===== config.mk =====
export PLATFORM = sky130hd
export DESIGN_NAME = de_sync_regen
export DESIGN_NICKNAME = d
export VERILOG_FILES = /design/src/rtl/de_sync_regen_pkg.sv /design/src/rtl/de_sync_regen_gap_counter.sv /design/src/rtl/de_sync_regen_cfg_check.sv /design/src/rtl/de_sync_regen_strobe.sv /design/src/rtl/de_sync_regen.sv
export SDC_FILE = /design/constraint.sdc
export NUM_CORES = 1
export LEC_CHECK = 0
export ABC_AREA = 1
export BUFFER_PORTS_ARGS = -buffer_cell sky130_fd_sc_hd__buf_2
export CORE_UTILIZATION = 29
export DETAILED_ROUTE_END_ITERATION = 8
export GPL_TIMING_DRIVEN = 0
export SYNTH_ARGS = -nofsm -noshare
export SYNTH_HDL_FRONTEND = slang
export SYNTH_SLANG_ARGS = --single-unit

===== constraint.sdc =====
create_clock -name clk -period 1.85 [get_ports clk]
set_clock_uncertainty 0.05 [all_clocks]
set_input_delay 0.0925 -clock clk [delete_from_list [all_inputs] [get_ports clk]]
set_output_delay 0.0925 -clock clk [all_outputs]
set_load 0.05 [all_outputs]

===== src/rtl/de_sync_regen_pkg.sv =====
package de_sync_regen_pkg;

    // Index of each regenerated strobe channel
    typedef enum logic {
        CH_LINE  = 1'b0,
        CH_FRAME = 1'b1
    } sync_ch_e;

    localparam int NUM_CH = 2;

    typedef struct packed {
        logic frame;
        logic line;
    } sync_strobe_t;

    // Ordering rule for the two idle-run thresholds
    function automatic logic thresholds_ok(input logic [31:0] h_thr,
                                           input logic [31:0] v_thr);
        return (h_thr > 32'd1) && (h_thr < v_thr);
    endfunction

endpackage


===== src/rtl/de_sync_regen_gap_counter.sv =====
module de_sync_regen_gap_counter #(
    parameter int CNT_W = 12
) (
    input  logic             clk,
    input  logic             rst,
    input  logic             de_in,
    output logic [CNT_W-1:0] run_q
);
    localparam logic [CNT_W-1:0] RUN_MAX = {CNT_W{1'b1}};

    logic [CNT_W-1:0] run_d;

    always_comb begin
        if (de_in)
            run_d = '0;
        else if (run_q == RUN_MAX)
            run_d = run_q;
        else
            run_d = run_q + 1'b1;
    end

    always_ff @(posedge clk) begin
        if (rst)
            run_q <= '0;
        else
            run_q <= run_d;
    end

    // a data-enable cycle leaves the run at zero
    a_r2_de_clears: assert property (@(posedge clk) disable iff (rst)
        $past(de_in) |-> (run_q == '0));

    // the count holds at its ceiling instead of wrapping
    a_r8_saturate: assert property (@(posedge clk) disable iff (rst)
        (!$past(de_in) && $past(run_q) == RUN_MAX) |-> (run_q == RUN_MAX));

endmodule


===== src/rtl/de_sync_regen_cfg_check.sv =====
module de_sync_regen_cfg_check
    import de_sync_regen_pkg::*;
#(
    parameter int CNT_W = 12
) (
    input  logic             clk,
    input  logic             rst,
    input  logic [CNT_W-1:0] hgap_len,
    input  logic [CNT_W-1:0] vgap_len,
    output logic             cfg_ok,
    output logic             cfg_err_q
);
    logic [31:0] h_ext;
    logic [31:0] v_ext;

    always_comb begin
        h_ext  = 32'(hgap_len);
        v_ext  = 32'(vgap_len);
        cfg_ok = thresholds_ok(h_ext, v_ext);
    end

    always_ff @(posedge clk) begin
        if (rst)
            cfg_err_q <= 1'b0;
        else
            cfg_err_q <= !cfg_ok;
    end

endmodule


===== src/rtl/de_sync_regen_strobe.sv =====
module de_sync_regen_strobe
    import de_sync_regen_pkg::*;
#(
    parameter int CNT_W = 12
) (
    input  logic                        clk,
    input  logic                        rst,
    input  logic                        de_in,
    input  logic                        enable,
    input  logic [CNT_W-1:0]            run_q,
    input  logic [NUM_CH-1:0][CNT_W-1:0] thr,
    output logic [NUM_CH-1:0]           pulse_q
);
    genvar gi;
    generate
        for (gi = 0; gi < NUM_CH; gi++) begin : g_ch
            logic hit;

            // Fires when this idle pixel lifts the run onto the threshold
            always_comb begin
                hit = enable && !de_in && (run_q == (thr[gi] - 1'b1));
            end

            always_ff @(posedge clk) begin
                if (rst)
                    pulse_q[gi] <= 1'b0;
                else
                    pulse_q[gi] <= hit;
            end

            // a strobe needs an idle sampled pixel
            a_r5_needs_idle: assert property (@(posedge clk) disable iff (rst)
                pulse_q[gi] |-> !$past(de_in));

            // a strobe never stays high for two cycles
            a_r5_no_repeat: assert property (@(posedge clk) disable iff (rst)
                pulse_q[gi] |=> !pulse_q[gi]);
        end
    endgenerate

endmodule


===== src/rtl/de_sync_regen.sv =====
module de_sync_regen
    import de_sync_regen_pkg::*;
#(
    parameter int CNT_W = 12
) (
    input  logic             clk,
    input  logic             rst,
    input  logic             de_in,
    input  logic [CNT_W-1:0] hgap_len,
    input  logic [CNT_W-1:0] vgap_len,
    output logic             line_sync,
    output logic             frame_sync,
    output logic             cfg_err
);
    logic [CNT_W-1:0]             run_q;
    logic                         cfg_ok;
    logic [NUM_CH-1:0][CNT_W-1:0] thr;
    logic [NUM_CH-1:0]            pulse_q;
    sync_strobe_t                 strobes;

    always_comb begin
        thr[CH_LINE]  = hgap_len;
        thr[CH_FRAME] = vgap_len;
        strobes.line  = pulse_q[CH_LINE];
        strobes.frame = pulse_q[CH_FRAME];
        line_sync     = strobes.line;
        frame_sync    = strobes.frame;
    end

    de_sync_regen_gap_counter #(.CNT_W(CNT_W)) u_counter (
        .clk   (clk),
        .rst   (rst),
        .de_in (de_in),
        .run_q (run_q)
    );

    de_sync_regen_cfg_check #(.CNT_W(CNT_W)) u_cfg (
        .clk       (clk),
        .rst       (rst),
        .hgap_len  (hgap_len),
        .vgap_len  (vgap_len),
        .cfg_ok    (cfg_ok),
        .cfg_err_q (cfg_err)
    );

    de_sync_regen_strobe #(.CNT_W(CNT_W)) u_strobe (
        .clk     (clk),
        .rst     (rst),
        .de_in   (de_in),
        .enable  (cfg_ok),
        .run_q   (run_q),
        .thr     (thr),
        .pulse_q (pulse_q)
    );

    // an invalid threshold pair silences both strobes
    a_r7_suppress: assert property (@(posedge clk) disable iff (rst)
        !cfg_ok |=> (!line_sync && !frame_sync));

    // line and frame strobes never coincide
    a_r4_exclusive: assert property (@(posedge clk) disable iff (rst)
        !(line_sync && frame_sync));

    // the cycle after reset is quiet
    a_r1_reset_quiet: assert property (@(posedge clk)
        $past(rst) |-> (!line_sync && !frame_sync && !cfg_err));

endmodule


# Word level (Yosys, flattened, before mapping)
# Index checks and enable logic that the tools add are counted.
[op_classes]
reduce_logical = 7
n_eq_ne = 3
order_cmp = 2
addsub = 3
[op_table]
columns = ["operator", "n"]
rows = [
  ["$eq 12x12->1", 2],
  ["$sub 12x1->12 const B", 2],
  ["$add 12x1->12 const B", 1],
  ["$eq 12x12->1 const B", 1],
  ["$gt 12x1->1 const B", 1],
  ["$lt 12x12->1", 1],
  ["$logic_and 1x1->1", 4],
  ["$logic_not 1->1", 2],
  ["$reduce_or 2->1", 1],
]
[totals]
register_bits = 15
input_bits = 27

# Longest topological paths before layout
[depth]
word_depth = 4
mapped_depth = 12
depth_no_buf = 12

# Cells and area by module
# Synthesis repeated with hierarchy kept, for this count alone.
[unflattened]
cells_unflattened = 382
hier_area_um2 = 2058.2
[modules_own_cells]
columns = ["mod", "area_each_um2", "seq_area_each_um2", "cells_per_inst", "instances"]
rows = [
  ["de_sync_regen_strobe", 1044.8, 40.0, 226, 1],
  ["de_sync_regen_gap_counter", 625.6, 240.2, 93, 1],
  ["de_sync_regen_cfg_check", 387.9, 20.0, 63, 1],
]

# Worst setup path after synthesis
# No wires, ideal clock.
[synth_timing]
path_kind = "register to register"
from = "reg u_counter.run_q[0]"
to = "reg u_counter.run_q[0]"
synth_period_minus_slack_ps = 1468
arrival_time_ps = 1294
path_slack_ps = 382
stages_incl_launch_ff = 8
n_path_buf = 1
cell_sequence = "dfxtp_1 > ha_1 > nand4_2 > nor2_2 > nand3_2 > buf_6 > o21ai_0 > a21oi_1"
[synth_between]
elab_chain_cells = 1
elab_cells_between_ends = 2
classes_between = "add/sub (1); eq/ne (1)"
[synth_rtl]
columns = ["element", "line", "text"]
rows = [
  ["from (decl)", "de_sync_regen_gap_counter.sv:7", "output logic [CNT_W-1:0] run_q"],
  ["from (signal assigned)", "de_sync_regen_gap_counter.sv:26", "run_q <= run_d;"],
  ["$add 12x1->12 or $eq 12x12->1 (tied branches)", "de_sync_regen_gap_counter.sv:19, de_sync_regen_gap_counter.sv:16", ""],
]
# Parallel ways exist; a longest one is shown, timed or not.
# A chain may end at the register's enable or synchronous reset.

# Worst setup path in the final report
[layout_timing]
from = "reg u_counter.run_q[0]"
to = "reg u_counter.run_q[1]"
# The elaborated chain is that of the path after synthesis.

==> results by group <==
Setup path
  – Largest stage delay, worst path: 0.43 ns
  – Crit path required time: 1.93 ns
  – Arr. time, crit path: 1.75 ns
  – CP max FO: 10
  – R2r setup slk: 0.19 ns
  – Critical path launch point type: flop
  – Slowest-stage cell, CP: dfxtp_1
  – CP Cell Sequence: ha_1 > nand4_2 > nor2_2 > nand3_2 > buf_6 > o21ai_0 > a21oi_1
  – Largest delay share family, worst path: flip-flops
  – Critical Path Sink Type: flop
  – Buffers and inverters on the worst path: 1
  – Critical path class: flop to flop

Floorplan
  – Starting Density: 0.300
  – IO Pins: 30
  – Die width: 83.1 um
  – Die Ht: 83.1 um
  – Total core area: 0.00635 sq mm
  – Total die area: 0.00690 sq mm
  – Row cnt: 29

Synthesis
  – Post-synth EDFFs: 0
  – Most frequent cells after synthesis: 92 x nand2_1, 62 x inv_1, 43 x nor2_1
  – Post-synth top flop: dfxtp_1
  – Syn Std Cell Area: 0.00191 sq mm
  – Register area share after synthesis: 0.158
  – Ys Warns: 0
  – Syn nets: 377
  – Post-synth ARST share: 0
  – Top-area cell type share of the netlist area: 0.181
  – Leading post-synthesis cells by cell area: nand2_1 18%, dfxtp_1 16%, inv_1 12%
  – Synth Register Bits: 15
  – Synth Instances: 335
  – Post-synthesis cell type count: 28
  – Post-synth top area cell: nand2_1
  – Cell with the most instances after synthesis: nand2_1
  – Mean Syn Cell Area: 5.69 sq um

GRT
  – Initial antenna violation count: 0
  – Total Routing Usage GR: 0.148
  – Total grt overflow: 0
  – First-pass GRT wire length: 8.45 mm
  – Number of global-route vias before repair: 1,889
  – Largest net degree at the start of global routing: 11

Timing
  – Slew headroom: 0.692
  – Setup Viol. Count Final: 0
  – TNS Setup: 0 ns
  – Final hold violations: 0
  – Hold_ws: 0.00139 ns
  – Final Max Slew Viols: 0
  – Fin crit period: 1.66 ns
  – Fin crit share: 0.898
  – RSZ-0062 raised after global routing: false
  – Fmax: 602 MHz
  – Actual slew at the worst max-slew pin: 0.460 ns

Drt
  – Post-Route WL: 4.85 mm
  – DR vias: 2,054
  – Detailed Routing Iterations Pass 1: 4
  – Iter 0 DRT Violations: 64
  – Post-DR wirelength/cell: 10.9 um
  – Vias per cell: 4.62
  – DRC viols: 0
  – Post-route antenna net violation count: 0

Final layout
  – Area grow syn2layout: 15.0%
  – Fraction of layout cells with a size suffix above 1: 0.120
  – Fillers: 698
  – N_diodes: 0
  – Final instance area: 0.00219 sq mm
  – Final net count: 411

Run status
  – Outcome: complete, no violations

Power and ir drop
  – Pleak: 1.20 nW
  – Pwr dens: 384 mW/mm^2
  – Total Power: 0.843 mW
  – Max IR drop VDD: 0.199 mV

CTS
  – Clock Tree Buf Depth: 2
  – CTS tree: yes
  – Clock transition at path regs: 0.06 ns
  – Hold Buf Count CTS: 0
  – Cts repair resizes: 0
  – H-tree depth: 1
  – Clk sinks: 15
  – Worst-Skew Late Latency: 0.24 ns
  – CTS root buffer: clkbuf_8
  – Post-CTS repair timing setup buffer count: 0
  – Total CTS buffers: 3

Place
  – I/O Buffers: 29
  – Detailed placer's ending HPWL: 4.13 mm
  – Dpl cell area: 0.00215 sq mm
  – GPL Wtd Cong: 0.850

Flow run
  – Max_cap viols: 0

Worst hold path
  – Tightest Hold Check Type: primary input to flop
[report_power, final]
| part | internal [mW] | total, mW | switching [mW] |
|---|---|---|---|
| registers | 0.327 | 0.331 | 0.00389 |
| logic | 0.0955 | 0.249 | 0.153 |
| clock network | 0.152 | 0.263 | 0.110 |
| total | 0.575 | 0.843 | 0.268 |
[layer usage]
| layer | wire (um) | vias up | GRT usage |
|---|---|---|---|
| li1 | - | 1115 | - |
| met1 | 2420 | 919 | 0.190 |
| met2 | 2340 | 18 | 0.265 |
| met3 | 73 | 2 | 0.0149 |
| met4 | 24 | 0 | 0.0329 |
| met5 | 0 | - | 0 |
[cells in the final DEF (no fill, tap or decap), drive strengths merged]
cell type,synthesis,layout
clkbuf,2,6
o21ai,15,15
ha,15,15
nand3b,2,2
a21oi,15,15
o211a,1,1
nor2,46,46
xnor3,1,1
nor3,7,7
dfxtp,15,15
xnor2,8,8
o21bai,1,1
buf,2,31
a21o,1,1
nand3,31,31
inv,63,63
o31ai,1,1
nand2,93,93
xor2,10,10
a211oi,1,1
nand4,5,5
[cell families after synthesis]
group / after synthesis / synth area share
xor gates and xnor gates: 19 / 0.0945
buffers and inverters: 67 / 0.138
adders and majority gates: 15 / 0.0985
DFF: 15 / 0.158
and+or+nand+nor: 184 / 0.412
AOI/OAI and AO/OA: 35 / 0.0998
[state kept, by name, summed over array words and instances, names as in the netlist]
| signal | flops |
|---|---|
| u_cfg.cfg_err_q | 1 |
| u_counter.run_q | 12 |
| u_strobe.pulse_q | 2 |
[layout make-up]
cell class	count	area, sq um	share of cell area
buffer	4	26.3	0.0120
tap	77	96.3	0.0439
multi-input combinational	253	1340	0.612
timing repair buffer	29	145	0.0662
sequential	15	300	0.137
inverter	63	236	0.108
clock buffer	4	45.0	0.0205
[final timing paths]
path / to / cells after the start / from
setup / recovery: u_counter.run_q[1]$_SDFFE_PP0P_ / 7 / u_counter.run_q[0]$_SDFFE_PP0P_
setup reg to reg: u_counter.run_q[1]$_SDFFE_PP0P_ / 7 / u_counter.run_q[0]$_SDFFE_PP0P_
hold / removal: u_cfg.cfg_err_q$_SDFF_PP0_ / 2 / rst
hold reg to reg: u_counter.run_q[0]$_SDFFE_PP0P_ / 1 / u_counter.run_q[0]$_SDFFE_PP0P_
[metrics by stage]
| step | cells | setup slack (ns) | util |
|---|---|---|---|
| 6_report | 445 | 0.189 | 0.345 |
| 5_1_grt | 445 | 0.0571 | 0.345 |
| 2_1_floorplan | 335 | 0.382 | - |
| 4_1_cts | 445 | 0.172 | 0.345 |
| 3_5_place_dp | 441 | 0.0321 | 0.338 |
| 3_3_place_gp | 441 | 0.0121 | 0.338 |
[worst reg2reg max path: stages, from the launching register on]
cell	delay (ns)
dfxtp_1	0.43
ha_1	0.27
nand4_2	0.17
nor2_2	0.14
nand3_2	0.11
buf_6	0.17
o21ai_0	0.16
a21oi_1	0.05
No activity file was read; power rests on OpenSTA's default activity.
